**src/rtl/supply_guard_pkg.sv**
```systemverilog
// Package: shared types for the supply monitor controller.
// Assumes the option code is a 2-bit static strap value.
package supply_guard_pkg;

    typedef enum logic [1:0] {
        LVL_HIGH = 2'b00,
        LVL_MID  = 2'b01,
        LVL_LOW  = 2'b10,
        LVL_OFF  = 2'b11
    } lvl_code_e;

    // True when the code turns the low-voltage reset off.
    function automatic logic code_is_off(input lvl_code_e code);
        return code == LVL_OFF;
    endfunction

endpackage

```
**src/rtl/sg_sync.sv**
```systemverilog
// Module: sg_sync
// Multi-flop synchronizer for a bundle of asynchronous comparator bits.
// Assumes each bit is independent (no bus coherency is needed).
module sg_sync #(
    parameter int WIDTH  = 2,
    parameter int STAGES = 2
) (
    input  logic             clk,
    input  logic             rst_n,
    input  logic [WIDTH-1:0] async_i,
    output logic [WIDTH-1:0] sync_o
);

    logic [WIDTH-1:0] chain_q [STAGES];

    generate
        for (genvar s = 0; s < STAGES; s++) begin : g_stage
            if (s == 0) begin : g_first
                // Capture the raw asynchronous bits.
                always_ff @(posedge clk) begin
                    if (!rst_n) chain_q[s] <= '0;
                    else        chain_q[s] <= async_i;
                end
            end else begin : g_next
                // Shift one stage further down the chain.
                always_ff @(posedge clk) begin
                    if (!rst_n) chain_q[s] <= '0;
                    else        chain_q[s] <= chain_q[s-1];
                end
            end
        end
    endgenerate

    assign sync_o = chain_q[STAGES-1];

endmodule

```
**src/rtl/sg_dwell_filter.sv**
```systemverilog
// Module: sg_dwell_filter
// Counts consecutive cycles with cond_i high. It fires expired_o in the
// cycle where the CYCLES-th consecutive high cycle is sampled, then restarts.
// Any low cycle or a held clear returns the count to zero.
// Assumes CYCLES >= 2.
module sg_dwell_filter #(
    parameter int CYCLES = 8,
    localparam int CW    = $clog2(CYCLES + 1)
) (
    input  logic          clk,
    input  logic          rst_n,
    input  logic          hold_clr_i,
    input  logic          cond_i,
    output logic          expired_o,
    output logic [CW-1:0] count_o
);

    localparam logic [CW-1:0] LAST = CW'(CYCLES - 1);

    logic [CW-1:0] cnt_q;
    logic          at_last;

    // Terminal-count decode.
    always_comb begin
        at_last   = (cnt_q == LAST);
        expired_o = cond_i && at_last && !hold_clr_i;
    end

    // Dwell counter: advance while cond holds, restart on any break.
    always_ff @(posedge clk) begin
        if (!rst_n || hold_clr_i || !cond_i) begin
            cnt_q <= '0;
        end else if (at_last) begin
            cnt_q <= '0;
        end else begin
            cnt_q <= cnt_q + 1'b1;
        end
    end

    assign count_o = cnt_q;

endmodule

```
**src/rtl/sg_reset_ctrl.sv**
```systemverilog
// Module: sg_reset_ctrl
// Two-phase reset request. In the armed phase the filter watches for a
// lasting drop below trip. In the held phase it watches for a lasting
// recovery above release. A disabling code forces the armed phase.
// Assumes below_i is already synchronous to clk.
module sg_reset_ctrl
    import supply_guard_pkg::*;
#(
    parameter int FILT_CYCLES = 8,
    localparam int CW         = $clog2(FILT_CYCLES + 1)
) (
    input  logic          clk,
    input  logic          rst_n,
    input  logic          below_i,
    input  lvl_code_e     code_i,
    output logic          reset_req_o,
    output logic          release_phase_o,
    output logic [CW-1:0] dwell_cnt_o
);

    logic held_q;
    logic off;
    logic watch;
    logic fire;

    // Pick the condition the filter must see for a phase change.
    always_comb begin
        off   = code_is_off(code_i);
        watch = held_q ? !below_i : below_i;
    end

    sg_dwell_filter #(
        .CYCLES (FILT_CYCLES)
    ) u_filter (
        .clk        (clk),
        .rst_n      (rst_n),
        .hold_clr_i (off),
        .cond_i     (watch),
        .expired_o  (fire),
        .count_o    (dwell_cnt_o)
    );

    // Phase register: toggle on a completed dwell, drop when disabled.
    always_ff @(posedge clk) begin
        if (!rst_n || off) held_q <= 1'b0;
        else if (fire)     held_q <= !held_q;
    end

    assign reset_req_o     = held_q;
    assign release_phase_o = held_q;

endmodule

```
**src/rtl/sg_flag_ctrl.sv**
```systemverilog
// Module: sg_flag_ctrl
// Sticky low-voltage flag with software clear and interrupt gating.
// A set beats a clear in the same cycle. An active reset request wipes
// the flag and masks both outputs.
// Assumes detect_i is already synchronous to clk.
module sg_flag_ctrl (
    input  logic clk,
    input  logic rst_n,
    input  logic detect_i,
    input  logic clr_i,
    input  logic gie_i,
    input  logic reset_req_i,
    output logic flag_o,
    output logic irq_o
);

    logic flag_q;

    // Flag register: reset, then set, then software clear.
    always_ff @(posedge clk) begin
        if (!rst_n || reset_req_i) flag_q <= 1'b0;
        else if (detect_i)         flag_q <= 1'b1;
        else if (clr_i)            flag_q <= 1'b0;
    end

    // Output masking and interrupt gate.
    always_comb begin
        flag_o = flag_q && !reset_req_i;
        irq_o  = flag_o && gie_i;
    end

endmodule

```
**src/rtl/supply_guard.sv**
```systemverilog
// Module: supply_guard (top)
// Supply monitor controller: synchronizes the two comparator inputs,
// filters the reset comparator into a reset request with a release hold,
// and keeps the sticky low-voltage flag and interrupt.
// Assumes clk is a free-running low-frequency clock. FILT_CYCLES periods
// of it span the required dip filter time.
module supply_guard
    import supply_guard_pkg::*;
#(
    parameter int FILT_CYCLES = 8,
    parameter int SYNC_STAGES = 2
) (
    input  logic       clk,
    input  logic       rst_n,
    input  logic       below_detect_i,
    input  logic       below_trip_i,
    input  logic [1:0] level_opt_i,
    input  logic       gie_i,
    input  logic       flag_clr_i,
    output logic       sys_reset_o,
    output logic [1:0] level_code_o,
    output logic       release_sel_o,
    output logic       lv_flag_o,
    output logic       lv_irq_o
);

    localparam int CW = $clog2(FILT_CYCLES + 1);

    logic [1:0]    comp_s;
    logic          det_s;
    logic          trip_s;
    lvl_code_e     code;
    logic [CW-1:0] dwell_cnt;

    sg_sync #(
        .WIDTH  (2),
        .STAGES (SYNC_STAGES)
    ) u_sync (
        .clk     (clk),
        .rst_n   (rst_n),
        .async_i ({below_detect_i, below_trip_i}),
        .sync_o  (comp_s)
    );

    // Split the synchronized bits and type the option code.
    always_comb begin
        det_s  = comp_s[1];
        trip_s = comp_s[0];
        code   = lvl_code_e'(level_opt_i);
    end

    sg_reset_ctrl #(
        .FILT_CYCLES (FILT_CYCLES)
    ) u_rst (
        .clk             (clk),
        .rst_n           (rst_n),
        .below_i         (trip_s),
        .code_i          (code),
        .reset_req_o     (sys_reset_o),
        .release_phase_o (release_sel_o),
        .dwell_cnt_o     (dwell_cnt)
    );

    sg_flag_ctrl u_flag (
        .clk         (clk),
        .rst_n       (rst_n),
        .detect_i    (det_s),
        .clr_i       (flag_clr_i),
        .gie_i       (gie_i),
        .reset_req_i (sys_reset_o),
        .flag_o      (lv_flag_o),
        .irq_o       (lv_irq_o)
    );

    assign level_code_o = level_opt_i;

endmodule

```
**config.mk**
```make
export PLATFORM = sky130hd
export DESIGN_NAME = supply_guard
export DESIGN_NICKNAME = d
export VERILOG_FILES = /design/src/rtl/supply_guard_pkg.sv /design/src/rtl/sg_sync.sv /design/src/rtl/sg_dwell_filter.sv /design/src/rtl/sg_reset_ctrl.sv /design/src/rtl/sg_flag_ctrl.sv /design/src/rtl/supply_guard.sv
export SDC_FILE = /design/constraint.sdc
export NUM_CORES = 1
export LEC_CHECK = 0
export ABC_AREA = 1
export ABC_CLOCK_PERIOD_IN_PS = 2400
export BUFFER_PORTS_ARGS = -buffer_cell sky130_fd_sc_hd__buf_2
export CORE_AREA = 2 2 39 41
export DETAILED_ROUTE_END_ITERATION = 7
export DIE_AREA = 0 0 41 43
export PLACE_DENSITY = 0.64
export SYNTH_ARGS = -nofsm -noshare
export SYNTH_HDL_FRONTEND = slang
export SYNTH_SLANG_ARGS = --single-unit
```
**constraint.sdc**
```tcl
create_clock -name clk -period 2.4 [get_ports clk]
set_clock_uncertainty 0.15 [all_clocks]
set_input_delay 0.36 -clock clk [delete_from_list [all_inputs] [get_ports clk]]
set_output_delay 0.36 -clock clk [all_outputs]
set_load 0.01 [all_outputs]
```
==> impl_metrics.py, run 1 <==
metrics = {
    "run_status": {
        "outcome": "completed",
    },
    "timing": {
        "rsz0062_at_grt": "false",
        "hold_slack_ns": 0.123,
        "setup-tns-final_ns": 0,
        "layout_setup_ws_ns": 0.873,
        "tightest_slew_ns": 0.188,
        "fin_crit_ns": 1.53,
        "timing.final.crit_share": 0.636,
        "hold_viol_final": 0,
        "finalSetupViolations": 0,
        "relSlewSlack": 0.874,
        "maxSlewViolCount": 0,
        "max_freq_mhz": 655,
    },
    "yosys": {
        "postSynthCellCount": 55,
        "synth-adder-area-share": 0.0301,
        "synth-simple-area-share": 0.277,
        "synthesis.area_um2": 415,
        "ys_seq_area_frac": 0.482,
        "synth_top_family_by_area": "simple AND/OR/NAND/NOR gates",
        "syn_nets": 64,
        "synth-xor-area-share": 0.0211,
        "synth.ff_latch_count": 10,
        "yosysWarnings": 0,
        "synth-compound-area-share": 0.0452,
        "netlist-cell-type-count": 15,
        "synth.avg_cell_area_um2": 7.55,
        "synthMuxAreaShare": 0,
    },
    "global_route": {
        "grt_max_degree": 8,
        "antenna_found_initial": 0,
        "grt_pass1_wl_um": 897,
        "grt.total_usage": 0.0787,
        "first_global_vias": 238,
        "grt_overflow": 0,
    },
    "cells_and_area": {
        "area_growth_pct": 23.8,
        "n_antenna_cell": 0,
        "drive_above_1_share": 0.290,
        "final_area_um2": 514,
        "fin_nets": 79,
    },
    "clocking": {
        "holdBufCountCts": 0,
        "cts_buffers": 3,
        "clockBufferDepth": 2,
        "cts_tree": "built",
        "clkLatencyLatePin_ns": 0.26,
        "cts-root-buf": "clkbuf_4",
        "post_cts_buffers": 0,
        "path_clk_slew_ns": 0.07,
        "cts_resized": 0,
        "cts_max_level": 1,
        "cts_sinks": 10,
    },
    "place": {
        "post-place-ws_ns": 1.15,
        "numPortBuffers": 13,
        "dpl-instance-area_um2": 478,
        "dp_hpwl_um": 447,
        "gp_congestion": 0.570,
    },
    "floorplan": {
        "pin_count": 14,
        "coreArea_um2": 1380,
        "start_util": 0.300,
        "die-height_um": 43,
        "rows": 14,
        "dieArea_um2": 1760,
        "die_x_um": 41,
    },
    "detailed_routing": {
        "drc_errors": 0,
        "ant_nets": 0,
        "wirelength_um": 594,
        "num_vias": 336,
        "initialDrtViolationCount": 0,
        "wire_per_inst_um": 6.99,
        "vias_per_cell": 3.95,
        "firstDrtPassIters": 1,
    },
    "job": {
        "drv_cap": 0,
    },
    "critical_path": {
        "required_ns": 1.89,
        "crit_path_end_kind": "output pin",
        "path_class": "reg -> out",
        "crit_path_start_kind": "flop",
        "worstPathArrival_ns": 1.02,
        "crit_fanout": 7,
    },
    "min_path": {
        "worst_hold_path_type": "in -> reg",
    },
    "power": {
        "p_leak_nw": 0.272,
        "powerDensity_nw_per_um2": 662,
        "p_total_mw": 0.340,
        "vdd_ir_drop_max_mv": 0.228,
    },
}
-- logic make-up (layout without fill, tap and decap cells) --
logic type               Yosys count  count (layout)
AO/OA/AOI/OAI                      3               3
XOR/XNOR                           1               1
adder cells (fa/ha/maj)            1               1
buffers and inverters             13              27
flip-flops                        10              10
AND/OR/NAND/NOR                   27              27
-- routing by layer --
metal	track usage	wire length, um
met1	0.0948	298
met2	0.0969	222
met3	0.0157	53
met4	0.100	19
met5	0	0
-- worst max-delay path: stages, from the launching register on --
cell	delay (ns)
dfxtp_1	0.42
inv_1	0.07
and3_1	0.14
buf_2	0.13
-- where the power goes --
part / internal [mW] / switching, mW / total (mW)
clock network: 0.0919 / 0.0562 / 0.148
logic: 0.00970 / 0.0109 / 0.0206
registers: 0.170 / 0.00155 / 0.172
total: 0.272 / 0.0686 / 0.340
-- path summary, 6_finish.rpt --
| kind | startpoint | to | slack (ns) | depth (start not counted) |
|---|---|---|---|---|
| max | u_rst.release_phase_o$_SDFFE_PP0P_ | lv_irq_o | 0.87 | 3 |
| min | below_detect_i | u_sync.chain_q[0][1]$_SDFF_PN0_ | 0.12 | 3 |
| max reg2reg | u_rst.u_filter.count_o[0]$_SDFF_PP0_ | u_rst.release_phase_o$_SDFFE_PP0P_ | 1.23 | 6 |
| min reg2reg | u_sync.chain_q[0][1]$_SDFF_PN0_ | u_sync.chain_q[1][1]$_SDFF_PN0_ | 0.26 | 2 |
-- layout by cell type, fill, tap and decap left out, drive strengths merged --
| cell | instances |
|---|---|
| nor2 | 10 |
| inv | 10 |
| xnor2 | 1 |
| ha | 1 |
| a21oi | 2 |
| nand4 | 1 |
| dfxtp | 10 |
| and3 | 1 |
| nand2 | 12 |
| o21ai | 1 |
| clkbuf | 4 |
| nand3 | 3 |
| buf | 13 |
-- per-stage QoR --
step	cells	util
2_1_floorplan	55	-
3_3_place_gp	81	0.345
3_5_place_dp	81	0.345
4_1_cts	85	0.372
5_1_grt	85	0.372
6_report	85	0.372
-- area by class of cell --
type / count / area (um2)
multi-input combinational: 32 / 155
clock buffer: 4 / 36.3
fill: 153 / 870
tap: 16 / 20.0
sequential: 10 / 200
timing repair buffer: 13 / 65.1
inverter: 10 / 37.5
-- registers in the layout, indices dropped and copies added, names as in the netlist --
name                    cells
u_flag.flag_q               1
u_sync.chain_q              4
u_rst.release_phase_o       1
u_rst.u_filter.count_o      4
-- Yosys cell counts --
cell type	n	area, um2
xnor2_1	1	8.76
inv_2	1	3.75
nand3_2	1	10.0
o21ai_0	1	5.00
ha_1	1	12.5
nand3_1	2	10.0
a21oi_2	1	8.76
a21oi_1	1	5.00
inv_1	9	33.8
and3_1	1	6.26
dfxtp_1	10	200
nand2_1	12	45.0
buf_4	3	22.5
nand4_1	1	6.26
nor2_1	10	37.5
No activity file was read; power rests on OpenSTA's default activity.
==> run 2, diff against run 1 <==
--- a/config.mk
+++ b/config.mk
@@ -6,7 +6,7 @@
 export NUM_CORES = 1
 export LEC_CHECK = 0
 export ABC_AREA = 1
-export ABC_CLOCK_PERIOD_IN_PS = 2400
+export ABC_CLOCK_PERIOD_IN_PS = 1600
 export BUFFER_PORTS_ARGS = -buffer_cell sky130_fd_sc_hd__buf_2
 export CORE_AREA = 2 2 39 41
 export DETAILED_ROUTE_END_ITERATION = 7
==> constraint.sdc (replaced) <==
create_clock -name clk -period 1.6 [get_ports clk]
set_clock_uncertainty 0.15 [all_clocks]
set_input_delay 0.24 -clock clk [delete_from_list [all_inputs] [get_ports clk]]
set_output_delay 0.24 -clock clk [all_outputs]
set_load 0.01 [all_outputs]
==> impl_metrics.py, run 2 (synthesis results as in run 1) <==
metrics = {
    "detailed_routing": {
        "firstDrtPassIters": 2,
        "initialDrtViolationCount": 1,
        "vias_per_cell": 4.00,
        "wirelength_um": 649,
        "drc_errors": 0,
        "ant_nets": 0,
        "wire_per_inst_um": 7.46,
        "num_vias": 348,
    },
    "min_path": {
        "worst_hold_path_type": "in -> reg",
        "worstHoldEndpoint": "u_sync.chain_q[0][1]$_SDFF_PN0_",
        "hold_start": "rst_n",
        "holdPathStages": 3,
    },
    "timing": {
        "maxSlewViolCount": 0,
        "timing.final.crit_share": 0.874,
        "layout_setup_ws_ns": 0.201,
        "rsz0062_at_grt": "false",
        "fin_crit_ns": 1.40,
        "hold_viol_final": 0,
        "relSlewSlack": 0.874,
        "max_freq_mhz": 715,
        "setup-tns-final_ns": 0,
        "finalSetupViolations": 0,
        "tightest_slew_ns": 0.189,
    },
    "cells_and_area": {
        "area_growth_pct": 28.6,
        "final_area_um2": 534,
        "n_antenna_cell": 0,
        "stdcell_count": 87,
        "layout_common_cells": "buf_2, nand2_1, nor2_1, dfxtp_1, inv_1",
        "multi_input_area_um2": 155,
        "fin_nets": 81,
        "drive_above_1_share": 0.282,
        "final_common_cell": "buf_2",
        "n_fill_cell": 141,
        "layout.area.seq_um2": 200,
    },
    "power": {
        "vdd_ir_drop_max_mv": 0.336,
        "p_leak_nw": 0.281,
        "power_switching_mw": 0.0992,
        "seq_power_share": 0.505,
        "powerDensity_nw_per_um2": 955,
        "intPower_mw": 0.411,
        "p_total_mw": 0.510,
        "p_clk_frac": 0.426,
        "switching_share": 0.194,
        "p_comb_frac": 0.068,
    },
    "place": {
        "dp_hpwl_um": 479,
        "gp_congestion": 0.577,
        "post-place-ws_ns": 0.415,
        "numPortBuffers": 13,
        "dpl-instance-area_um2": 478,
        "dp.cells": 81,
    },
    "critical_path": {
        "reg2reg_depth": 6,
        "crit_fanout": 7,
        "worstPathArrival_ns": 1.01,
        "crit_chain": "inv_1 -> and3_1 -> buf_2",
        "crit_path_end_kind": "output pin",
        "required_ns": 1.21,
        "crit_path_start_kind": "flop",
        "path_class": "reg -> out",
        "reg2reg_slack_ns": 0.40,
        "r2r-end": "u_rst.release_phase_o$_SDFFE_PP0P_",
        "r2r-start": "u_rst.u_filter.count_o[0]$_SDFF_PP0_",
        "crit_slowest_cell": "dfxtp_1",
        "slowest_delay_ns": 0.41,
    },
    "clocking": {
        "clockBufferDepth": 2,
        "cts_buffers": 3,
        "clkLatencyLatePin_ns": 0.26,
        "cts_sinks": 10,
        "cts_resized": 0,
        "cts_tree": "built",
        "path_clk_slew_ns": 0.06,
        "cts_max_level": 1,
        "post_cts_buffers": 0,
        "cts-root-buf": "clkbuf_4",
        "holdBufCountCts": 2,
    },
    "global_route": {
        "grt.busiest_layer": "met2",
        "grt.total_usage": 0.0919,
        "antenna_found_initial": 0,
        "first_global_vias": 270,
        "grt_overflow": 0,
        "grt_pass1_wl_mm": 1.04,
        "use_met3": 0.0314,
        "grt_util_met2": 0.122,
        "globalRouteMet1Util": 0.102,
        "grt_max_degree": 8,
    },
    "floorplan": {
        "dieArea_um2": 1760,
        "die_x_um": 41,
        "rows": 14,
        "coreArea_um2": 1380,
        "start_util": 0.300,
        "pin_count": 14,
        "die-height_um": 43,
    },
    "job": {
        "drv_cap": 0,
    },
    "run_status": {
        "outcome": "completed",
    },
}
==> run 2: cell types whose count changed in the layout (fill, tap and decap cells not counted) <==
cell and change:
dlygate4sd3_1 +2
==> run 2: worst max path at each step <==
stage | start | end | slack [ns] | cells past startpoint
detailed placement | u_rst.u_filter.count_o[0]$_SDFF_PP0_ | u_rst.release_phase_o$_SDFFE_PP0P_ | 0.41 | 6
CTS | u_rst.release_phase_o$_SDFFE_PP0P_ | lv_irq_o | 0.18 | 3
global placement | u_rst.u_filter.count_o[0]$_SDFF_PP0_ | u_rst.release_phase_o$_SDFFE_PP0P_ | 0.42 | 6
global route | u_rst.release_phase_o$_SDFFE_PP0P_ | lv_irq_o | 0.10 | 3
finish | u_rst.release_phase_o$_SDFFE_PP0P_ | lv_irq_o | 0.20 | 3
floorplan | u_rst.u_filter.count_o[0]$_SDFF_PP0_ | u_rst.release_phase_o$_SDFFE_PP0P_ | 0.50 | 6
==> run 2: worst max-delay path, delay by kind of cell (launching register included) <==
kind	cells	cell delay [ns]
and+or+nand+nor	1	0.14
buffers and inverters	2	0.20
DFF	1	0.41
==> run 2: cell type report <==
cell class	instances	area share
multi-input cells	32	0.290
flip-flops and latches	10	0.375
clock buffers	4	0.0679
inverters	10	0.0703
well taps	16	0.0375
repair buffers	15	0.159
==> run 2: metrics by stage <==
| stage | hold slack, ns | utilization |
|---|---|---|
| CTS | 0.0904 | 0.386 |
| global route | 0.117 | 0.386 |
| finish | 0.0993 | 0.386 |
| detailed placement | 0.254 | 0.345 |
| global placement | 0.242 | 0.345 |
| floorplan | 0.183 | - |
==> run 2: metal layers <==
layer,part of all wire,routed length (um)
met1,0.50,322
met2,0.39,254
met3,0.088,57
met4,0.022,14
met5,0,0
==> run 2: power groups by stage <==
| stage | Clock (mW) | Combinational, mW | Sequential, mW |
|---|---|---|---|
| after CTS | 0.227 | 0.0354 | 0.258 |
| after detailed placement | 0 | 0.0316 | 0.263 |
| after floorplan | 0 | 0.0181 | 0.263 |
| after global placement | 0 | 0.0311 | 0.263 |
| after global routing | 0.238 | 0.0401 | 0.258 |
| final | 0.217 | 0.0348 | 0.258 |
